$ cat src/rtl/bls_pkg.sv
package bls_pkg;

  typedef enum logic [2:0] {
    ST_OFF,
    ST_SETTLE,
    ST_READY,
    ST_PROC,
    ST_DOWN
  } linkState_t;

  typedef struct packed {
    logic shiftEn;
    logic clrBits;
    logic loadProc;
    logic tickProc;
    logic loadWait;
    logic tickWait;
  } strobes_t;

endpackage

$ cat src/rtl/bls_sync.sv
module bls_sync #(
  parameter int WIDTH = 1,
  parameter int STAGES = 2
) (
  input  logic             clk,
  input  logic             rst,
  input  logic [WIDTH-1:0] din,
  output logic [WIDTH-1:0] dout
);
  logic [STAGES-1:0][WIDTH-1:0] pipe;

  always_ff @(posedge clk or posedge rst) begin
    if (rst) pipe[0] <= '0;
    else     pipe[0] <= din;
  end

  generate
    for (genvar i = 1; i < STAGES; i++) begin : gStage
      always_ff @(posedge clk or posedge rst) begin
        if (rst) pipe[i] <= '0;
        else     pipe[i] <= pipe[i-1];
      end
    end
  endgenerate

  assign dout = pipe[STAGES-1];
endmodule

$ cat src/rtl/bls_dpath.sv
module bls_dpath
  import bls_pkg::*;
#(
  parameter int BITS = 8,
  parameter int PROC_CYCLES = 16,
  parameter int STOP_WAIT = 1250000,
  parameter int SYNC_STAGES = 2
) (
  input  logic            clk,
  input  logic            rst,
  input  strobes_t        strb,
  input  logic            hostClk,
  input  logic            hostData,
  input  logic            pwrGood,
  input  logic            hostHaltN,
  output logic            sclkRise,
  output logic            lastBit,
  output logic            procDone,
  output logic            waitDone,
  output logic            pfOk,
  output logic            haltOk,
  output logic [BITS-1:0] rxByte,
  output logic            rxValid
);
  localparam int BW = (BITS > 1) ? $clog2(BITS) : 1;
  localparam int PW = $clog2(PROC_CYCLES + 1);
  localparam int WW = $clog2(STOP_WAIT + 1);
  localparam logic [BW-1:0] LAST_IDX  = BW'(BITS - 1);
  localparam logic [PW-1:0] PROC_LOAD = PW'(PROC_CYCLES - 1);
  localparam logic [WW-1:0] WAIT_LOAD = WW'(STOP_WAIT - 1);

  logic [3:0] syncOut;
  logic sclkS, sdataS, sclkPrev;
  logic [BITS-1:0] shiftReg;
  logic [BW-1:0]   bitCnt;
  logic [PW-1:0]   procCnt;
  logic [WW-1:0]   waitCnt;

  bls_sync #(.WIDTH(4), .STAGES(SYNC_STAGES)) uSync (
    .clk (clk),
    .rst (rst),
    .din ({hostClk, hostData, pwrGood, hostHaltN}),
    .dout(syncOut)
  );

  assign sclkS  = syncOut[3];
  assign sdataS = syncOut[2];
  assign pfOk   = syncOut[1];
  assign haltOk = syncOut[0];

  always_ff @(posedge clk or posedge rst) begin
    if (rst) sclkPrev <= 1'b0;
    else     sclkPrev <= sclkS;
  end

  assign sclkRise = sclkS & ~sclkPrev;
  assign lastBit  = (bitCnt == LAST_IDX);
  assign procDone = (procCnt == '0);
  assign waitDone = (waitCnt == '0);

  always_ff @(posedge clk or posedge rst) begin
    if (rst) begin
      shiftReg <= '0;
      bitCnt   <= '0;
    end else if (strb.clrBits) begin
      bitCnt   <= '0;
    end else if (strb.shiftEn) begin
      shiftReg <= {shiftReg[BITS-2:0], sdataS};
      bitCnt   <= lastBit ? '0 : bitCnt + 1'b1;
    end
  end

  always_ff @(posedge clk or posedge rst) begin
    if (rst) begin
      rxByte  <= '0;
      rxValid <= 1'b0;
    end else begin
      rxValid <= strb.shiftEn & lastBit;
      if (strb.shiftEn && lastBit) rxByte <= {shiftReg[BITS-2:0], sdataS};
    end
  end

  always_ff @(posedge clk or posedge rst) begin
    if (rst)                            procCnt <= '0;
    else if (strb.loadProc)             procCnt <= PROC_LOAD;
    else if (strb.tickProc && !procDone) procCnt <= procCnt - 1'b1;
  end

  always_ff @(posedge clk or posedge rst) begin
    if (rst)                            waitCnt <= '0;
    else if (strb.loadWait)             waitCnt <= WAIT_LOAD;
    else if (strb.tickWait && !waitDone) waitCnt <= waitCnt - 1'b1;
  end

  AST_SHIFT_ON_EDGE: assert property (@(posedge clk) disable iff (rst)
    strb.shiftEn |-> sclkRise) else $error("shift without host edge");
  AST_VALID_SINGLE: assert property (@(posedge clk) disable iff (rst)
    rxValid |=> !rxValid) else $error("valid longer than one cycle");
  AST_NO_SHIFT_WHEN_CLR: assert property (@(posedge clk) disable iff (rst)
    strb.clrBits |=> !rxValid) else $error("byte completed while cleared");
endmodule

$ cat src/rtl/bls_ctrl.sv
module bls_ctrl
  import bls_pkg::*;
(
  input  logic     clk,
  input  logic     rst,
  input  logic     sclkRise,
  input  logic     lastBit,
  input  logic     procDone,
  input  logic     waitDone,
  input  logic     pfOk,
  input  logic     haltOk,
  output strobes_t strb,
  output logic     sysRstN,
  output logic     readyN,
  output logic     irqN,
  output logic     overrun
);
  linkState_t state, stateNxt;
  logic overrunNxt;

  always_comb begin
    stateNxt = state;
    strb = '0;
    overrunNxt = 1'b0;
    unique case (state)
      ST_OFF: begin
        strb.clrBits = 1'b1;
        if (pfOk && haltOk) stateNxt = ST_SETTLE;
      end
      ST_SETTLE: begin
        strb.clrBits = 1'b1;
        overrunNxt = sclkRise;
        if (!haltOk) stateNxt = ST_OFF;
        else if (!pfOk) begin
          stateNxt = ST_DOWN;
          strb.loadWait = 1'b1;
        end else stateNxt = ST_READY;
      end
      ST_READY: begin
        if (!haltOk) stateNxt = ST_OFF;
        else if (!pfOk) begin
          stateNxt = ST_DOWN;
          strb.loadWait = 1'b1;
          strb.clrBits = 1'b1;
        end else if (sclkRise) begin
          strb.shiftEn = 1'b1;
          if (lastBit) begin
            stateNxt = ST_PROC;
            strb.loadProc = 1'b1;
          end
        end
      end
      ST_PROC: begin
        overrunNxt = sclkRise;
        strb.tickProc = 1'b1;
        if (!haltOk) stateNxt = ST_OFF;
        else if (!pfOk) begin
          stateNxt = ST_DOWN;
          strb.loadWait = 1'b1;
        end else if (procDone) stateNxt = ST_READY;
      end
      ST_DOWN: begin
        overrunNxt = sclkRise;
        strb.clrBits = 1'b1;
        strb.tickWait = 1'b1;
        if (!haltOk || waitDone) stateNxt = ST_OFF;
      end
      default: stateNxt = ST_OFF;
    endcase
  end

  always_ff @(posedge clk or posedge rst) begin
    if (rst) begin
      state   <= ST_OFF;
      overrun <= 1'b0;
    end else begin
      state   <= stateNxt;
      overrun <= overrunNxt;
    end
  end

  assign sysRstN = (state != ST_OFF);
  assign readyN  = (state != ST_READY);
  assign irqN    = (state != ST_DOWN);

  AST_READY_IN_RESET: assert property (@(posedge clk) disable iff (rst)
    !readyN |-> sysRstN) else $error("ready while reset");
  AST_RELEASE_GATED: assert property (@(posedge clk) disable iff (rst)
    $rose(sysRstN) |-> $past(pfOk && haltOk)) else $error("early release");
  AST_HALT_RESETS: assert property (@(posedge clk) disable iff (rst)
    (sysRstN && !haltOk) |=> !sysRstN) else $error("halt ignored");
  AST_IRQ_NOT_READY: assert property (@(posedge clk) disable iff (rst)
    !irqN |-> readyN) else $error("ready during power fail");
  AST_OVERRUN_NOT_READY: assert property (@(posedge clk) disable iff (rst)
    overrun |-> $past(readyN && sysRstN)) else $error("bad overrun");
  AST_NO_SHIFT_NOT_READY: assert property (@(posedge clk) disable iff (rst)
    strb.shiftEn |-> !readyN) else $error("shift while not ready");
endmodule

$ cat src/rtl/byte_link_slave.sv
module byte_link_slave
  import bls_pkg::*;
#(
  parameter int BITS = 8,
  parameter int PROC_CYCLES = 16,
  parameter int STOP_WAIT = 1250000,
  parameter int SYNC_STAGES = 2
) (
  input  logic            clk,
  input  logic            porN,
  input  logic            hostClk,
  input  logic            hostData,
  input  logic            pwrGood,
  input  logic            hostHaltN,
  output logic            sysRstN,
  output logic            readyN,
  output logic            irqN,
  output logic [BITS-1:0] rxByte,
  output logic            rxValid,
  output logic            overrun
);
  logic [1:0] rstPipe;
  logic rst;
  strobes_t strb;
  logic sclkRise, lastBit, procDone, waitDone, pfOk, haltOk;

  always_ff @(posedge clk or negedge porN) begin
    if (!porN) rstPipe <= 2'b00;
    else       rstPipe <= {rstPipe[0], 1'b1};
  end
  assign rst = ~rstPipe[1];

  bls_dpath #(
    .BITS(BITS), .PROC_CYCLES(PROC_CYCLES),
    .STOP_WAIT(STOP_WAIT), .SYNC_STAGES(SYNC_STAGES)
  ) uDpath (
    .clk(clk), .rst(rst), .strb(strb),
    .hostClk(hostClk), .hostData(hostData),
    .pwrGood(pwrGood), .hostHaltN(hostHaltN),
    .sclkRise(sclkRise), .lastBit(lastBit),
    .procDone(procDone), .waitDone(waitDone),
    .pfOk(pfOk), .haltOk(haltOk),
    .rxByte(rxByte), .rxValid(rxValid)
  );

  bls_ctrl uCtrl (
    .clk(clk), .rst(rst),
    .sclkRise(sclkRise), .lastBit(lastBit),
    .procDone(procDone), .waitDone(waitDone),
    .pfOk(pfOk), .haltOk(haltOk),
    .strb(strb),
    .sysRstN(sysRstN), .readyN(readyN),
    .irqN(irqN), .overrun(overrun)
  );
endmodule

$ cat config.mk
export PLATFORM = sky130hd
export DESIGN_NAME = byte_link_slave
export DESIGN_NICKNAME = d
export VERILOG_FILES = /design/src/rtl/bls_pkg.sv /design/src/rtl/bls_sync.sv /design/src/rtl/bls_dpath.sv /design/src/rtl/bls_ctrl.sv /design/src/rtl/byte_link_slave.sv
export SDC_FILE = /design/constraint.sdc
export NUM_CORES = 1
export LEC_CHECK = 0
export BUFFER_PORTS_ARGS = -buffer_cell sky130_fd_sc_hd__buf_2
export CAP_MARGIN = 25
export CELL_PAD_IN_SITES_DETAIL_PLACEMENT = 0
export CELL_PAD_IN_SITES_GLOBAL_PLACEMENT = 1
export CORE_MARGIN = 5
export CORE_UTILIZATION = 52
export DETAILED_ROUTE_END_ITERATION = 6
export PLACE_DENSITY = 0.8
export SETUP_SLACK_MARGIN = 0.02
export SYNTH_ARGS = -nofsm -noshare
export SYNTH_HDL_FRONTEND = slang
export SYNTH_SLANG_ARGS = --single-unit
$ cat constraint.sdc
create_clock -name clk -period 3.15 [get_ports clk]
set_clock_uncertainty 0.1 [all_clocks]
set_input_delay 0.63 -clock clk [delete_from_list [all_inputs] [get_ports clk]]
set_output_delay 0.63 -clock clk [all_outputs]
set_load 0.05 [all_outputs]
==> results.py <==
metrics = {
    "clock_tree": {
        "cts.clk_slew.worst_paths_ns": 0.07,
        "clkLatencyLatePin_ns": 0.34,
        "htree_levels": 3,
        "clock_path_buffers": 2,
        "clock-sinks": 60,
        "cts_inserted_buffers": 9,
        "cts_tree": "done",
        "cts_setup_buffers": 0,
        "root_buffer": "clkbuf_8",
    },
    "sta": {
        "layout_setup_ws_ns": 0.6115,
        "rsz0062_at_grt": "false",
        "fmax_ghz": 0.3939,
        "min_period_over_period_pct": 80.59,
        "maxSlewViolCount": 0,
        "worstMarginPinSlew_ns": 0.6767,
        "tns_ns": 0,
        "max-slew-margin-rel_pct": 54.89,
        "final_hold_viol_count": 0,
        "whs_ns": 0.07627,
        "min_period_ns": 2.538,
        "setup_viol": 0,
    },
    "critical_path": {
        "timing.critical_path.from_type": "flip-flop",
        "cp-end-kind": "flip-flop",
        "reg2reg_slack_ns": 0.61,
        "startpoint": "uDpath.waitCnt[13]$_DFFE_PN0P_",
        "arrival_ns": 2.61,
        "cp.required_ns": 3.22,
        "cp_max_fo": 20,
        "rr_startpoint": "uDpath.waitCnt[13]$_DFFE_PN0P_",
        "critPathKind": "flip-flop to flip-flop",
    },
    "global_routing": {
        "grt_max_degree": 44,
        "track_usage_pct": 16.22,
        "grt_overflow": 0,
        "grt_pass1_vias": 1748,
        "antenna_found_initial": 0,
        "grt_first_pass_wirelength_um": 8121,
    },
    "place": {
        "dp_hpwl_um": 3127,
        "io_buffers": 18,
        "place_ws_ns": 0.6420,
        "gp_congestion": 0.7319,
    },
    "floorplanning": {
        "fp.dieH_um": 81.68,
        "die_x_um": 81.68,
        "ios": 19,
        "coreArea_mm2": 0.005042,
        "die_area_mm2": 0.006671,
        "initial_core_util_pct": 52.98,
        "rows": 26,
    },
    "cells_and_area": {
        "final_nets": 262,
        "drive_above_1_share_pct": 26.67,
        "num-fill-cells": 444,
        "syn_to_final_growth_pct": 13.02,
        "antenna_cells": 0,
        "final_util_pct": 59.88,
    },
    "yosys": {
        "syn-mean-instance-area_um2": 11.82,
        "ys.flop_type": "dfrtp_1",
        "synth.distinct_cells": 52,
        "async_flop_share_pct": 100.0,
        "syn-cell-area_mm2": 0.002671,
        "synth-edff-count": 0,
        "synth-seq-cells": 60,
        "syn_nets": 238,
        "syn_inst": 226,
        "ys_seq_area_share_pct": 56.21,
        "synth_warnings": 0,
    },
    "routing": {
        "vias_per_cell": 5.465,
        "drt-initial-drc-count": 103,
        "wl_um": 4642,
        "wl_per_cell_um": 14.28,
        "vias": 1776,
        "drtAntennaViolNets": 0,
        "first_pass_iters": 5,
        "remaining_drc_errors": 0,
    },
    "pwr": {
        "power_uw": 1894,
        "p_leak_uw": 0.001350,
        "peakVddDrop_uv": 407.6,
        "p_per_area_mw_per_mm2": 627.2,
    },
    "status": {
        "status": "finished clean",
    },
    "hold_path": {
        "hold_class": "flip-flop to asynchronous set/reset pin",
    },
    "job": {
        "max_cap_violations": 0,
    },
}
-- sequential cells by signal, indices dropped and copies added, names as in the netlist --
name and count:
uCtrl.overrun 1, uDpath.bitCnt 3, uDpath.rxValid 1, uDpath.waitCnt 21, uDpath.shiftReg 7, rstPipe 2
uDpath.rxByte 8, uCtrl.state 3, uDpath.sclkPrev 1, uDpath.uSync.pipe 4, uDpath.procCnt 5, uDpath.uSync.dout 4
-- where the power goes --
part	switching (uW)	total (uW)	internal, uW
registers	88.4	935	847
clock network	316	628	311
logic	211	331	120
total	616	1890	1280
-- area by class of cell --
cell class              instances  area [um^2]  area share (%)
well taps                      70        87.58           2.901
clock inverters                 6        50.05           1.658
repair buffers                 23        130.1           4.310
multi-input cells             147         1077           35.68
clock buffers                  10        137.6           4.559
inverters                       9        33.78           1.119
flip-flops and latches         60         1503           49.77
-- final timing paths --
kind | cells after the start | to
max reg2reg | 6 | uDpath.waitCnt[3]$_DFFE_PN0P_
min in group clk | 0 | rstPipe[1]$_DFF_PN0_
max | 6 | uDpath.waitCnt[3]$_DFFE_PN0P_
max in group asynchronous | 1 | uDpath.waitCnt[16]$_DFFE_PN0P_
min | 0 | uDpath.waitCnt[7]$_DFFE_PN0P_
min reg2reg | 0 | uDpath.waitCnt[7]$_DFFE_PN0P_
-- critical path: stages (launching register included) --
cell and delay, ns:
dfrtp_1 0.42, or4_1 0.57, or4_1 0.65, o21ai_2 0.16, buf_4 0.26, or3_1 0.15
nand3_1 0.07
-- cell families (layout without fill, tap and decap cells) --
logic type / count (synthesis) / count (layout) / share of synthesized area [%]
mux: 19 / 19 / 7.822
xor+xnor: 8 / 8 / 2.623
buf+inv: 19 / 48 / 3.465
simple gates: 79 / 79 / 17.19
fa+ha+maj: 6 / 6 / 2.810
compound gates: 34 / 34 / 9.743
other cells: 1 / 1 / 0.1404
flops: 60 / 60 / 56.21
-- timing repair --
| item | CTS | global route |
|---|---|---|
| resized for setup | 0 | 0 |
| hold buffers | 1 | 0 |
| hold endpoints to repair | 2 | 0 |
-- layout by cell type (no fill, tap or decap), drive strengths merged, types with 2 or more instances in the layout --
master,count
dfrtp,60
buf,22
nand2,15
mux2,15
nor2,13
clkbuf,10
or4,10
inv,9
o21ai,9
or3,7
nor3,7
xor2,6
ha,6
a21oi,5
nor4,5
o211ai,5
nand2b,4
nand3,4
mux2i,4
clkinv,4
and2,3
or2,3
o311ai,3
nand4,2
xnor2,2
o31ai,2
clkinvlp,2
or4b,2
-- synth_stat cells (2+ instances only) --
| cell type | count | area (um^2) |
|---|---|---|
| a21oi_1 | 4 | 20.02 |
| and2_1 | 3 | 18.77 |
| clkbuf_1 | 6 | 22.52 |
| dfrtp_1 | 60 | 1501 |
| ha_1 | 6 | 75.07 |
| inv_1 | 9 | 33.78 |
| mux2_2 | 15 | 168.9 |
| mux2i_1 | 4 | 40.04 |
| nand2_1 | 15 | 56.30 |
| nand2b_1 | 4 | 25.02 |
| nand3_1 | 4 | 20.02 |
| nand4_1 | 2 | 12.51 |
| nor2_1 | 12 | 45.04 |
| nor3_1 | 7 | 35.03 |
| nor4_1 | 3 | 18.77 |
| nor4_2 | 2 | 25.02 |
| o211ai_1 | 3 | 22.52 |
| o211ai_2 | 2 | 25.02 |
| o21ai_0 | 6 | 30.03 |
| o21ai_2 | 2 | 17.52 |
| o311ai_0 | 3 | 26.28 |
| o31ai_1 | 2 | 15.01 |
| or2_2 | 3 | 18.77 |
| or3_1 | 7 | 43.79 |
| or4_1 | 9 | 67.56 |
| xnor2_1 | 2 | 17.52 |
| xor2_1 | 6 | 52.55 |
-- layer usage --
metal | wire [um] | vias to the layer above | part of all wire, % | track usage (%)
li1 | - | 869 | - | -
met1 | 2360 | 869 | 51 | 23.26
met2 | 2040 | 29 | 44 | 22.39
met3 | 149 | 9 | 3.2 | 4.057
met4 | 92 | 0 | 2.0 | 8.970
met5 | 0 | - | 0 | 0
-- stage by stage --
step | cells | cell area [um^2]
3_3_place_gp | 308 | 2821
6_report | 325 | 3019
5_1_grt | 325 | 3019
2_1_floorplan | 226 | 2671
3_5_place_dp | 308 | 2821
4_1_cts | 325 | 3019
Note: power is estimated with default switching activity, not from simulation.
